$ cat src/rtl/ps2h_pkg.sv
package ps2h_pkg;

   localparam int BYTE_W     = 8;
   localparam int FRAME_BITS = 11;

   typedef enum logic [1:0] {
      OP_ECHO   = 2'd0,
      OP_RESEND = 2'd1,
      OP_RESET  = 2'd2,
      OP_LEDS   = 2'd3
   } ps2h_op_e;

   typedef enum logic [1:0] {
      RES_OK      = 2'd0,
      RES_ERR     = 2'd1,
      RES_TIMEOUT = 2'd2
   } ps2h_res_e;

   localparam logic [BYTE_W-1:0] BYTE_ECHO   = 8'hEE;
   localparam logic [BYTE_W-1:0] BYTE_RESEND = 8'hFE;
   localparam logic [BYTE_W-1:0] BYTE_RESET  = 8'hFF;
   localparam logic [BYTE_W-1:0] BYTE_LEDS   = 8'hED;
   localparam logic [BYTE_W-1:0] BYTE_ACK    = 8'hFA;

   function automatic logic odd_par(input logic [BYTE_W-1:0] b);
      return ~(^b);
   endfunction

endpackage

$ cat src/rtl/ps2h_sync.sv
module ps2h_sync #(
   parameter int STAGES = 2
) (
   input  logic clk,
   input  logic rst_n,
   input  logic line_i,
   output logic line_o
);
   generate
      if (STAGES == 1) begin : g_single
         logic q;
         always_ff @(posedge clk or negedge rst_n) begin
            if (!rst_n) q <= 1'b1;
            else        q <= line_i;
         end
         assign line_o = q;
      end else begin : g_chain
         logic [STAGES-1:0] sh_q;
         always_ff @(posedge clk or negedge rst_n) begin
            if (!rst_n) sh_q <= '1;
            else        sh_q <= {sh_q[STAGES-2:0], line_i};
         end
         assign line_o = sh_q[STAGES-1];
      end
   endgenerate
endmodule

$ cat src/rtl/ps2h_timer.sv
module ps2h_timer #(
   parameter int LIMIT = 1000
) (
   input  logic clk,
   input  logic rst_n,
   input  logic clr,
   output logic expired
);
   localparam int W = $clog2(LIMIT + 1);
   logic [W-1:0] cnt_q;

   always_ff @(posedge clk or negedge rst_n) begin
      if (!rst_n)                  cnt_q <= '0;
      else if (clr)                cnt_q <= '0;
      else if (cnt_q != W'(LIMIT)) cnt_q <= cnt_q + 1'b1;
   end

   assign expired = (cnt_q == W'(LIMIT));
endmodule

$ cat src/rtl/ps2h_tx.sv
module ps2h_tx
   import ps2h_pkg::*;
#(
   parameter int INHIBIT_CYC = 12500
) (
   input  logic              clk,
   input  logic              rst_n,
   input  logic              start,
   input  logic [BYTE_W-1:0] byte_i,
   input  logic              abort,
   input  logic              clk_fall,
   input  logic              dat_lvl,
   output logic              clk_oe,
   output logic              dat_oe,
   output logic              done,
   output logic              acked
);
   localparam int CW = $clog2(INHIBIT_CYC + 1);
   localparam int EW = $clog2(FRAME_BITS);

   typedef enum logic [1:0] {TX_IDLE, TX_HOLD, TX_REQ, TX_SHIFT} tx_state_e;

   tx_state_e             st_q;
   logic [CW-1:0]         hold_q;
   logic [FRAME_BITS-1:0] frame_q;
   logic [EW-1:0]         edge_q;
   logic                  done_q;
   logic                  ack_q;

   always_ff @(posedge clk or negedge rst_n) begin
      if (!rst_n) begin
         st_q    <= TX_IDLE;
         hold_q  <= '0;
         frame_q <= '1;
         edge_q  <= '0;
         done_q  <= 1'b0;
         ack_q   <= 1'b0;
      end else begin
         done_q <= 1'b0;
         if (abort) begin
            st_q <= TX_IDLE;
         end else begin
            unique case (st_q)
               TX_IDLE: if (start) begin
                  frame_q <= {1'b1, odd_par(byte_i), byte_i, 1'b0};
                  hold_q  <= '0;
                  edge_q  <= '0;
                  st_q    <= TX_HOLD;
               end
               TX_HOLD: begin
                  if (hold_q == CW'(INHIBIT_CYC - 1)) st_q <= TX_REQ;
                  else                               hold_q <= hold_q + 1'b1;
               end
               TX_REQ: st_q <= TX_SHIFT;
               TX_SHIFT: if (clk_fall) begin
                  if (edge_q == EW'(FRAME_BITS - 1)) begin
                     done_q <= 1'b1;
                     ack_q  <= ~dat_lvl;
                     st_q   <= TX_IDLE;
                  end else begin
                     frame_q <= {1'b1, frame_q[FRAME_BITS-1:1]};
                     edge_q  <= edge_q + 1'b1;
                  end
               end
               default: st_q <= TX_IDLE;
            endcase
         end
      end
   end

   assign clk_oe = (st_q == TX_HOLD) || (st_q == TX_REQ);
   assign dat_oe = (st_q == TX_REQ) || ((st_q == TX_SHIFT) && !frame_q[0]);
   assign done   = done_q;
   assign acked  = ack_q;
endmodule

$ cat src/rtl/ps2_cmd_host.sv
module ps2_cmd_host
   import ps2h_pkg::*;
#(
   parameter int INHIBIT_CYC = 12500,
   parameter int TIMEOUT_CYC = 2500000,
   parameter int MAX_RETRY   = 3,
   parameter int SYNC_STAGES = 2
) (
   input  logic        clk,
   input  logic        rst_n,
   input  logic        cmd_start,
   input  logic [1:0]  cmd_op,
   input  logic [2:0]  led_mask,
   output logic        busy,
   output logic        done,
   output logic [1:0]  result,
   output logic [7:0]  reply_byte,
   input  logic        rx_valid,
   input  logic [7:0]  rx_byte,
   input  logic        ps2_clk_i,
   input  logic        ps2_dat_i,
   output logic        ps2_clk_oe,
   output logic        ps2_dat_oe
);
   localparam int RW = $clog2(MAX_RETRY + 2);

   generate
      if (INHIBIT_CYC < 2) begin : g_bad_inhibit
         $error("INHIBIT_CYC must be at least 2");
      end
      if (TIMEOUT_CYC <= INHIBIT_CYC + 8) begin : g_bad_timeout
         $error("TIMEOUT_CYC must exceed INHIBIT_CYC by more than 8");
      end
      if (MAX_RETRY < 0 || MAX_RETRY > 15) begin : g_bad_retry
         $error("MAX_RETRY must lie in 0..15");
      end
      if (SYNC_STAGES < 1 || SYNC_STAGES > 4) begin : g_bad_sync
         $error("SYNC_STAGES must lie in 1..4");
      end
   endgenerate

   typedef enum logic [1:0] {S_IDLE, S_SEND, S_WAIT} seq_e;

   seq_e              st_q;
   ps2h_op_e          op_q;
   logic [2:0]        mask_q;
   logic              phase_q;
   logic [RW-1:0]     retry_q;
   logic              launch_q;
   logic              done_q;
   logic [1:0]        res_q;
   logic [BYTE_W-1:0] reply_q;

   logic clk_lvl, dat_lvl, clk_prev_q, clk_fall;
   logic tx_done, tx_acked, tx_abort, tmo, tmr_clr;
   logic [BYTE_W-1:0] cur_byte, want_byte;

   ps2h_sync #(.STAGES(SYNC_STAGES)) u_sync_clk (
      .clk(clk), .rst_n(rst_n), .line_i(ps2_clk_i), .line_o(clk_lvl));
   ps2h_sync #(.STAGES(SYNC_STAGES)) u_sync_dat (
      .clk(clk), .rst_n(rst_n), .line_i(ps2_dat_i), .line_o(dat_lvl));

   always_ff @(posedge clk or negedge rst_n) begin
      if (!rst_n) clk_prev_q <= 1'b1;
      else        clk_prev_q <= clk_lvl;
   end
   assign clk_fall = clk_prev_q & ~clk_lvl;

   always_comb begin
      if (phase_q) begin
         cur_byte = {5'b0, mask_q};
      end else begin
         unique case (op_q)
            OP_ECHO:   cur_byte = BYTE_ECHO;
            OP_RESEND: cur_byte = BYTE_RESEND;
            OP_RESET:  cur_byte = BYTE_RESET;
            default:   cur_byte = BYTE_LEDS;
         endcase
      end
   end
   assign want_byte = (op_q == OP_ECHO) ? BYTE_ECHO : BYTE_ACK;

   assign tmr_clr  = (st_q == S_IDLE) | launch_q | clk_fall | tx_done
                   | (rx_valid & (st_q == S_WAIT));
   assign tx_abort = (st_q == S_SEND) & tmo;

   ps2h_timer #(.LIMIT(TIMEOUT_CYC)) u_timer (
      .clk(clk), .rst_n(rst_n), .clr(tmr_clr), .expired(tmo));

   ps2h_tx #(.INHIBIT_CYC(INHIBIT_CYC)) u_tx (
      .clk(clk), .rst_n(rst_n), .start(launch_q), .byte_i(cur_byte),
      .abort(tx_abort), .clk_fall(clk_fall), .dat_lvl(dat_lvl),
      .clk_oe(ps2_clk_oe), .dat_oe(ps2_dat_oe),
      .done(tx_done), .acked(tx_acked));

   always_ff @(posedge clk or negedge rst_n) begin
      if (!rst_n) begin
         st_q     <= S_IDLE;
         op_q     <= OP_ECHO;
         mask_q   <= '0;
         phase_q  <= 1'b0;
         retry_q  <= '0;
         launch_q <= 1'b0;
         done_q   <= 1'b0;
         res_q    <= RES_OK;
         reply_q  <= '0;
      end else begin
         done_q   <= 1'b0;
         launch_q <= 1'b0;
         unique case (st_q)
            S_IDLE: if (cmd_start) begin
               op_q     <= ps2h_op_e'(cmd_op);
               mask_q   <= led_mask;
               phase_q  <= 1'b0;
               retry_q  <= '0;
               launch_q <= 1'b1;
               st_q     <= S_SEND;
            end
            S_SEND: begin
               if (tmo) begin
                  st_q <= S_IDLE; done_q <= 1'b1; res_q <= RES_TIMEOUT;
               end else if (tx_done) begin
                  if (tx_acked) begin
                     st_q <= S_WAIT;
                  end else begin
                     st_q <= S_IDLE; done_q <= 1'b1; res_q <= RES_ERR;
                  end
               end
            end
            S_WAIT: begin
               if (tmo) begin
                  st_q <= S_IDLE; done_q <= 1'b1; res_q <= RES_TIMEOUT;
               end else if (rx_valid) begin
                  reply_q <= rx_byte;
                  if (op_q == OP_RESEND) begin
                     st_q <= S_IDLE; done_q <= 1'b1; res_q <= RES_OK;
                  end else if (rx_byte == BYTE_RESEND) begin
                     if (retry_q < RW'(MAX_RETRY)) begin
                        retry_q  <= retry_q + 1'b1;
                        launch_q <= 1'b1;
                        st_q     <= S_SEND;
                     end else begin
                        st_q <= S_IDLE; done_q <= 1'b1; res_q <= RES_ERR;
                     end
                  end else if (rx_byte == want_byte) begin
                     if (op_q == OP_LEDS && !phase_q) begin
                        phase_q  <= 1'b1;
                        retry_q  <= '0;
                        launch_q <= 1'b1;
                        st_q     <= S_SEND;
                     end else begin
                        st_q <= S_IDLE; done_q <= 1'b1; res_q <= RES_OK;
                     end
                  end else begin
                     st_q <= S_IDLE; done_q <= 1'b1; res_q <= RES_ERR;
                  end
               end
            end
            default: st_q <= S_IDLE;
         endcase
      end
   end

   assign busy       = (st_q != S_IDLE);
   assign done       = done_q;
   assign result     = res_q;
   assign reply_byte = reply_q;
endmodule

$ cat config.mk
export PLATFORM = sky130hd
export DESIGN_NAME = ps2_cmd_host
export DESIGN_NICKNAME = d
export VERILOG_FILES = /design/src/rtl/ps2h_pkg.sv /design/src/rtl/ps2h_sync.sv /design/src/rtl/ps2h_timer.sv /design/src/rtl/ps2h_tx.sv /design/src/rtl/ps2_cmd_host.sv
export SDC_FILE = /design/constraint.sdc
export NUM_CORES = 1
export LEC_CHECK = 0
export BUFFER_PORTS_ARGS = -buffer_cell sky130_fd_sc_hd__buf_4
export CAP_MARGIN = 10
export CORE_MARGIN = 1.5
export CORE_UTILIZATION = 40
export DETAILED_ROUTE_END_ITERATION = 6
export GPL_ROUTABILITY_DRIVEN = 0
export PLACE_DENSITY = 0.66
export SYNTH_ARGS = -nofsm -noshare
export SYNTH_HDL_FRONTEND = slang
export SYNTH_SLANG_ARGS = --single-unit
$ cat constraint.sdc
create_clock -name clk -period 6.21 [get_ports clk]
set_clock_uncertainty 0.1 [all_clocks]
set_input_delay 1.242 -clock clk [delete_from_list [all_inputs] [get_ports clk]]
set_output_delay 1.242 -clock clk [all_outputs]
set_load 0.01 [all_outputs]
==> flow_summary.yaml, run 1 <==
power_and_ir_drop:
  cellLeakagePower_nw: 2.22
  power-per-cell-area_mw_per_mm2: 365
  ir_worst_vdd_mv: 0.182
critical_path:
  r2r_slack_ns: 3.52
  critical_path.endpoint_type: "output port"
  cp_data_required_time_ns: 4.87
  crit_path_top_delay_cell: "sky130_fd_sc_hd__ha_1"
  slowest_delay_ns: 0.62
  crit_path_cell_trace: "ha_1 -> inv_1 -> o21bai_1 -> buf_4"
  worstPathMaxFanout: 21
  cp_data_arrival_time_ns: 1.99
  critPathKind: "reg -> out"
  crit_path_start_kind: "flip-flop"
sta:
  highest_achievable_clock_rate_mhz: 300
  max-slew-margin-rel: 0.313
  final_hold_viol_count: 0
  report.final.setup_viol: 0
  finalMaxSlewViolations: 0
  min_period_over_period: 0.536
  tightest_pin_transition_ns: 1.03
  grt_setup_unrepaired: "no"
  timing.setup.tns_ns: 0
  finalWorstPathRequiredPeriod_ns: 3.33
routing:
  routed_via_density: 5.66
  wirelength_um: 9940
  routed_wire_length_per_instance_um: 15.4
  number_of_detailed_route_iterations_in_the_first_pass: 5
  drc: 0
  initialDrtViolationCount: 118
  final_antenna_net_count: 0
  detailroute.via_count: 3650
clocking:
  cts.root.buffer_cell: "sky130_fd_sc_hd__clkbuf_16"
  clk_pin_slew_worst_paths_ns: 0.06
  ctsLongestPathBuffers: 2
  post_cts.resized_instances: 0
  clkSinkCount: 82
  cts_htree_levels: 3
  clock_tree_from_tritoncts: "yes"
  cts_hold_repair.buffers: 0
  cts_setup_buffers: 0
  worstSkewPairLatency_ns: 0.34
  tritoncts.num_buffers: 9
layout:
  finish.cell_count_without_fillers: 645
  final_net_count: 538
  most_common_cell_after_layout_fill_and_taps_aside: "sky130_fd_sc_hd__dfrtp_1"
  mostFrequentLayoutCells: "sky130_fd_sc_hd__dfrtp_1 (67), sky130_fd_sc_hd__o21ai_0 (43), sky130_fd_sc_hd__nor2_1 (35), sky130_fd_sc_hd__buf_4 (33), sky130_fd_sc_hd__nand2_1 (30)"
  diodes: 0
  syn2layout_area_growth_pct: 15.6
  layout_cell_share_with_drive_strength_beyond_1: 0.174
global_route:
  antenna_found_initial: 0
  grt_start_max_net_pins: 83
  groute.usage.overall: 0.187
  grt_pass1_wl_um: 17600
  number_of_global_route_vias_before_repair: 3710
  overflow_left_after_global_routing: 0
place:
  place.port_buffers: 32
  post-place-cells: 629
  dp.final_hpwl_um: 6870
synthesis:
  synth_async_sr_flop_share: 1.00
  edff_count_synth: 0
  number_of_distinct_library_cells_after_synthesis: 65
  seq_area_frac_synth: 0.454
  synth.net_count: 511
  synth.avg_cell_area_um2: 9.64
  synth.yosys.warnings: 0
  synth_area_mm2: 0.00456
  synthFlopType: "sky130_fd_sc_hd__dfrtp_1"
  post_synth_inst_count: 473
  synth.ff_latch_count: 82
die:
  area_inside_the_core_boundary_mm2: 0.0110
  die_y_um: 110
  pin_count: 33
  die_ar_mm2: 0.0121
  initial_utilization: 0.415
  floorplan.rows: 38
  chipWidth_um: 110
min_path:
  worstHoldPathType: "reg -> reg"
flow_run:
  maxCapViolations: 0
outcome:
  run_status: "finished, final reports clean"
-- synthesized netlist by cell type (7+ instances only) --
cell	instances	area share
sky130_fd_sc_hd__a21oi_1	26	0.029
sky130_fd_sc_hd__and4_1	7	0.013
sky130_fd_sc_hd__clkbuf_1	14	0.012
sky130_fd_sc_hd__dfrtp_1	67	0.37
sky130_fd_sc_hd__dfstp_2	15	0.086
sky130_fd_sc_hd__ha_1	19	0.052
sky130_fd_sc_hd__inv_1	20	0.016
sky130_fd_sc_hd__mux2_2	13	0.032
sky130_fd_sc_hd__nand2_1	30	0.025
sky130_fd_sc_hd__nand3_1	22	0.024
sky130_fd_sc_hd__nand4_1	10	0.014
sky130_fd_sc_hd__nor2_1	35	0.029
sky130_fd_sc_hd__nor3_1	8	0.0088
sky130_fd_sc_hd__nor4_1	7	0.0096
sky130_fd_sc_hd__o21ai_0	43	0.047
sky130_fd_sc_hd__o31ai_1	7	0.012
sky130_fd_sc_hd__or3_1	12	0.016
sky130_fd_sc_hd__xnor2_1	10	0.019
sky130_fd_sc_hd__xor2_1	11	0.021
-- report_power, final --
part,internal (mW),switching (mW),leakage (nW)
sequential,0.647,0.0724,1.07
combinational,0.240,0.337,0.978
clock,0.413,0.215,0.176
-- flip-flops by register name (all words and copies together), names as in the netlist, 2 cells and up --
| register | flops |
|---|---|
| u_tx.hold_q | 14 |
| u_sync_dat.g_chain.sh_q | 2 |
| result | 2 |
| mask_q | 3 |
| u_sync_clk.g_chain.sh_q | 2 |
| u_timer.cnt_q | 22 |
| u_tx.edge_q | 4 |
| retry_q | 3 |
| u_tx.frame_q | 10 |
| st_q | 2 |
| op_q | 2 |
| reply_byte | 8 |
| u_tx.st_q | 2 |
-- final timing paths --
kind / start / endpoint / cells after the start
min in group asynchronous: rst_n / reply_byte[6] / 1
max in group asynchronous: rst_n / u_tx.edge_q[2] / 1
max reg2reg: u_tx.st_q[1] / u_tx.edge_q[3] / 6
max: u_tx.st_q[1] / ps2_dat_oe / 4
min reg2reg: u_sync_dat.g_chain.sh_q[0] / u_sync_dat.g_chain.sh_q[1] / 0
min: u_sync_dat.g_chain.sh_q[0] / u_sync_dat.g_chain.sh_q[1] / 0
-- final cells by class --
class                           instances  area [um^2]
Clock buffer                           11          253
Clock inverter                          5          100
Fill cell                            1022         5710
Inverter                               20         75.1
Multi-Input combinational cell        354         2350
Sequential cell                        82         2070
Tap cell                              140          175
Timing Repair Buffer                   33          248
-- metrics by stage --
stage               hold slack, ns  utilization  setup WS [ns]  area (um^2)  power [mW]
detailed placement           0.252        0.448           3.19         4920        1.30
global placement             0.247        0.448           3.21         4920        1.27
finish                       0.259        0.480           2.88         5270        1.93
global route                 0.262        0.480           2.71         5270        2.04
CTS                          0.263        0.480           2.85         5270        1.93
floorplan                    0.245            -           3.47         4560        1.13
-- logic make-up after synthesis --
group	after synthesis	synth area share
fa+ha+maj	19	0.0521
flops	82	0.454
compound gates	110	0.147
simple gates	185	0.231
buf+inv	37	0.0310
mux	19	0.0453
xor+xnor	21	0.0403
-- routing by layer --
layer	share of wire	GRT usage
met1	0.47	0.245
met3	0.031	0.0391
met2	0.48	0.306
met4	0.017	0.0659
met5	0	0
-- critical path, delay by kind of cell (launching register included) --
| kind | cells | cell delay (ns) |
|---|---|---|
| compound gates | 1 | 0.20 |
| fa+ha+maj | 1 | 0.62 |
| buf+inv | 2 | 0.43 |
| flops | 1 | 0.40 |
Power figures use the tool's default switching activity.
==> run 2: changes to the inputs <==
--- a/config.mk
+++ b/config.mk
@@ -5,6 +5,7 @@
 export SDC_FILE = /design/constraint.sdc
 export NUM_CORES = 1
 export LEC_CHECK = 0
+export ABC_AREA = 1
 export BUFFER_PORTS_ARGS = -buffer_cell sky130_fd_sc_hd__buf_4
 export CAP_MARGIN = 10
 export CORE_MARGIN = 1.5
==> constraint.sdc (replaced) <==
create_clock -name clk -period 3.3 [get_ports clk]
set_clock_uncertainty 0.1 [all_clocks]
set_input_delay 0.66 -clock clk [delete_from_list [all_inputs] [get_ports clk]]
set_output_delay 0.66 -clock clk [all_outputs]
set_load 0.01 [all_outputs]
==> flow_summary.yaml, run 2 <==
outcome:
  run_status: "finished, final reports clean"
sta:
  final_hold_viol_count: 0
  min_period_over_period: 0.810
  hold_ws_ns: 0.255
  grt_setup_unrepaired: "no"
  timing.setup.tns_ns: 0
  highest_achievable_clock_rate_mhz: 374
  setup_slack_ns: 0.627
  report.final.setup_viol: 0
  max-slew-margin-rel: 0.324
  finalWorstPathRequiredPeriod_ns: 2.67
  tightest_pin_transition_ns: 1.01
  finalMaxSlewViolations: 0
place:
  post-place-cells: 751
  place.port_buffers: 32
  dp_slack_ns: 1.02
  placement.cell_area_mm2: 0.00504
  dp.final_hpwl_um: 6830
layout:
  layout_cell_share_with_drive_strength_beyond_1: 0.181
  finish.cell_count_without_fillers: 766
  mostFrequentLayoutCells: "sky130_fd_sc_hd__nand2_1 (147), sky130_fd_sc_hd__dfrtp_1 (67), sky130_fd_sc_hd__inv_1 (59), sky130_fd_sc_hd__nor2_1 (49), sky130_fd_sc_hd__nand3_1 (46)"
  largest_register: "u_timer.cnt_q"
  diodes: 0
  largest_register_ffs: 22
  most_common_cell_after_layout_fill_and_taps_aside: "sky130_fd_sc_hd__nand2_1"
  largestRegisters: "u_timer.cnt_q (22), u_tx.hold_q (14), u_tx.frame_q (10)"
  final_net_count: 657
  syn2layout_area_growth_pct: 14.3
  post-route-cell-area_mm2: 0.00539
global_route:
  grt_start_max_net_pins: 83
  grt_pass1_wl_um: 16900
  grt_use_met2: 0.251
  number_of_global_route_vias_before_repair: 3673
  groute.usage.overall: 0.165
  global_route.usage.met3: 0.0392
  gr-max-usage-layer: "met2"
  antenna_found_initial: 0
  groute.layer.met1.usage: 0.230
  overflow_left_after_global_routing: 0
routing:
  routed_wire_length_per_instance_um: 12.4
  detailroute.via_count: 3824
  initialDrtViolationCount: 262
  number_of_detailed_route_iterations_in_the_first_pass: 7
  wirelength_um: 9530
  drc: 0
  final_antenna_net_count: 0
  routed_via_density: 4.99
clocking:
  worstSkewPairLatency_ns: 0.34
  cts.root.buffer_cell: "sky130_fd_sc_hd__clkbuf_16"
  tritoncts.num_buffers: 9
  clk_pin_slew_worst_paths_ns: 0.06
  cts_hold_repair.buffers: 0
  ctsLongestPathBuffers: 2
  cts_htree_levels: 3
  clkSinkCount: 82
  post_cts.resized_instances: 0
  cts_setup_buffers: 0
  clock_tree_from_tritoncts: "yes"
synthesis:
  yosys-top-cells-area: "sky130_fd_sc_hd__dfrtp_1 (36%), sky130_fd_sc_hd__nand2_1 (12%), sky130_fd_sc_hd__dfstp_2 (8.4%)"
  number_of_distinct_library_cells_after_synthesis: 43
  synth.avg_cell_area_um2: 8.03
  synthFlopType: "sky130_fd_sc_hd__dfrtp_1"
  synth_commonest_cells: "sky130_fd_sc_hd__nand2_1 (147), sky130_fd_sc_hd__dfrtp_1 (67), sky130_fd_sc_hd__inv_1 (59)"
  synth_async_sr_flop_share: 1.00
  synth_largest_area_cell: "sky130_fd_sc_hd__dfrtp_1"
  edff_count_synth: 0
  seq_area_frac_synth: 0.439
  synth.net_count: 625
  synth.ff_latch_count: 82
  post_synth_inst_count: 587
  synth_largest_type_area_fraction: 0.356
  synth.yosys.warnings: 0
  yosys.cell_count.top_type: "sky130_fd_sc_hd__nand2_1"
  synth_area_mm2: 0.00471
critical_path:
  slowest_delay_ns: 0.56
  cp_data_arrival_time_ns: 1.91
  critical_path.endpoint_type: "output port"
  critPathKind: "reg -> out"
  ff2ff_path_depth: 6
  worstPathMaxFanout: 19
  crit_path_start_kind: "flip-flop"
  crit_path_top_delay_cell: "sky130_fd_sc_hd__ha_1"
  cp_data_required_time_ns: 2.54
  crit_path_cell_trace: "ha_1 -> clkinv_2 -> o21ai_0 -> buf_4"
die:
  initial_utilization: 0.411
  floorplan.rows: 39
  chipWidth_um: 112
  pin_count: 33
  die_y_um: 112
  die_ar_mm2: 0.0124
  area_inside_the_core_boundary_mm2: 0.0115
power_and_ir_drop:
  cellLeakagePower_nw: 2.51
  power-per-cell-area_mw_per_mm2: 689
  ir_worst_vdd_mv: 0.585
min_path:
  worstHoldPathType: "reg -> reg"
  whs_path_depth: 0
flow_run:
  maxCapViolations: 0
-- run 2: cell types whose count changed after synthesis, sizes merged, moves of 8 or more --
cell    previous run  this run
nand3             22        52
o21ai             47        64
nor2              35        55
xnor2             10         2
nand2             30       154
or3               12         0
clkbuf            14         2
mux2              13         0
inv               20        64
-- run 2: worst max-delay path, delay by kind of cell (launching register included) --
family	cells	cell delay, ns
compound gates	1	0.24
flops	1	0.37
fa+ha+maj	1	0.56
buf+inv	2	0.39
-- run 2: report_power, final --
| group | leakage (nW) | switching, mW | internal, mW |
|---|---|---|---|
| registers | 1.07 | 0.117 | 1.22 |
| clock network | 0.172 | 0.400 | 0.777 |
| logic | 1.27 | 0.790 | 0.412 |
| total | 2.51 | 1.31 | 2.40 |
-- run 2: layout make-up --
type / count / area [um^2]
Clock buffer: 11 / 253
Clock inverter: 4 / 98.8
Fill cell: 1109 / 6080
Inverter: 67 / 254
Multi-Input combinational cell: 427 / 2290
Sequential cell: 82 / 2070
Tap cell: 143 / 179
Timing Repair Buffer: 32 / 240
-- run 2: routing by layer --
layer / routed length (um) / up-vias / share of wire
li1: - / 1978 / -
met2: 4390 / 44 / 0.46
met3: 304 / 12 / 0.032
met4: 138 / 0 / 0.014
met1: 4700 / 1790 / 0.49
met5: 0 / - / 0
-- run 2: cell families (layout without fill, tap and decap cells) --
family,Yosys count,in the layout,synth area share
AO/OA/AOI/OAI,105,105,0.131
XOR/XNOR,7,7,0.0130
adder cells (fa/ha/maj),19,19,0.0504
buffers and inverters,78,114,0.0743
flip-flops,82,82,0.439
AND/OR/NAND/NOR,296,296,0.292
-- run 2: worst paths after layout --
kind	slack, ns	from	endpoint
worst min-delay path	0.25	u_sync_clk.g_chain.sh_q[0]	u_sync_clk.g_chain.sh_q[1]
max in group asynchronous	2.06	rst_n	result[1]
worst max register to register	1.13	u_tx.st_q[1]	u_tx.edge_q[1]
worst max-delay path	0.63	u_tx.st_q[1]	ps2_dat_oe
min in group asynchronous	0.40	rst_n	mask_q[1]
worst min register to register	0.25	u_sync_clk.g_chain.sh_q[0]	u_sync_clk.g_chain.sh_q[1]
-- run 2: metrics by stage --
stage | total power, mW | utilization
5_1_grt | 4.01 | 0.470
3_3_place_gp | 2.51 | 0.439
4_1_cts | 3.75 | 0.470
3_5_place_dp | 2.55 | 0.439
2_1_floorplan | 2.34 | -
6_report | 3.71 | 0.470
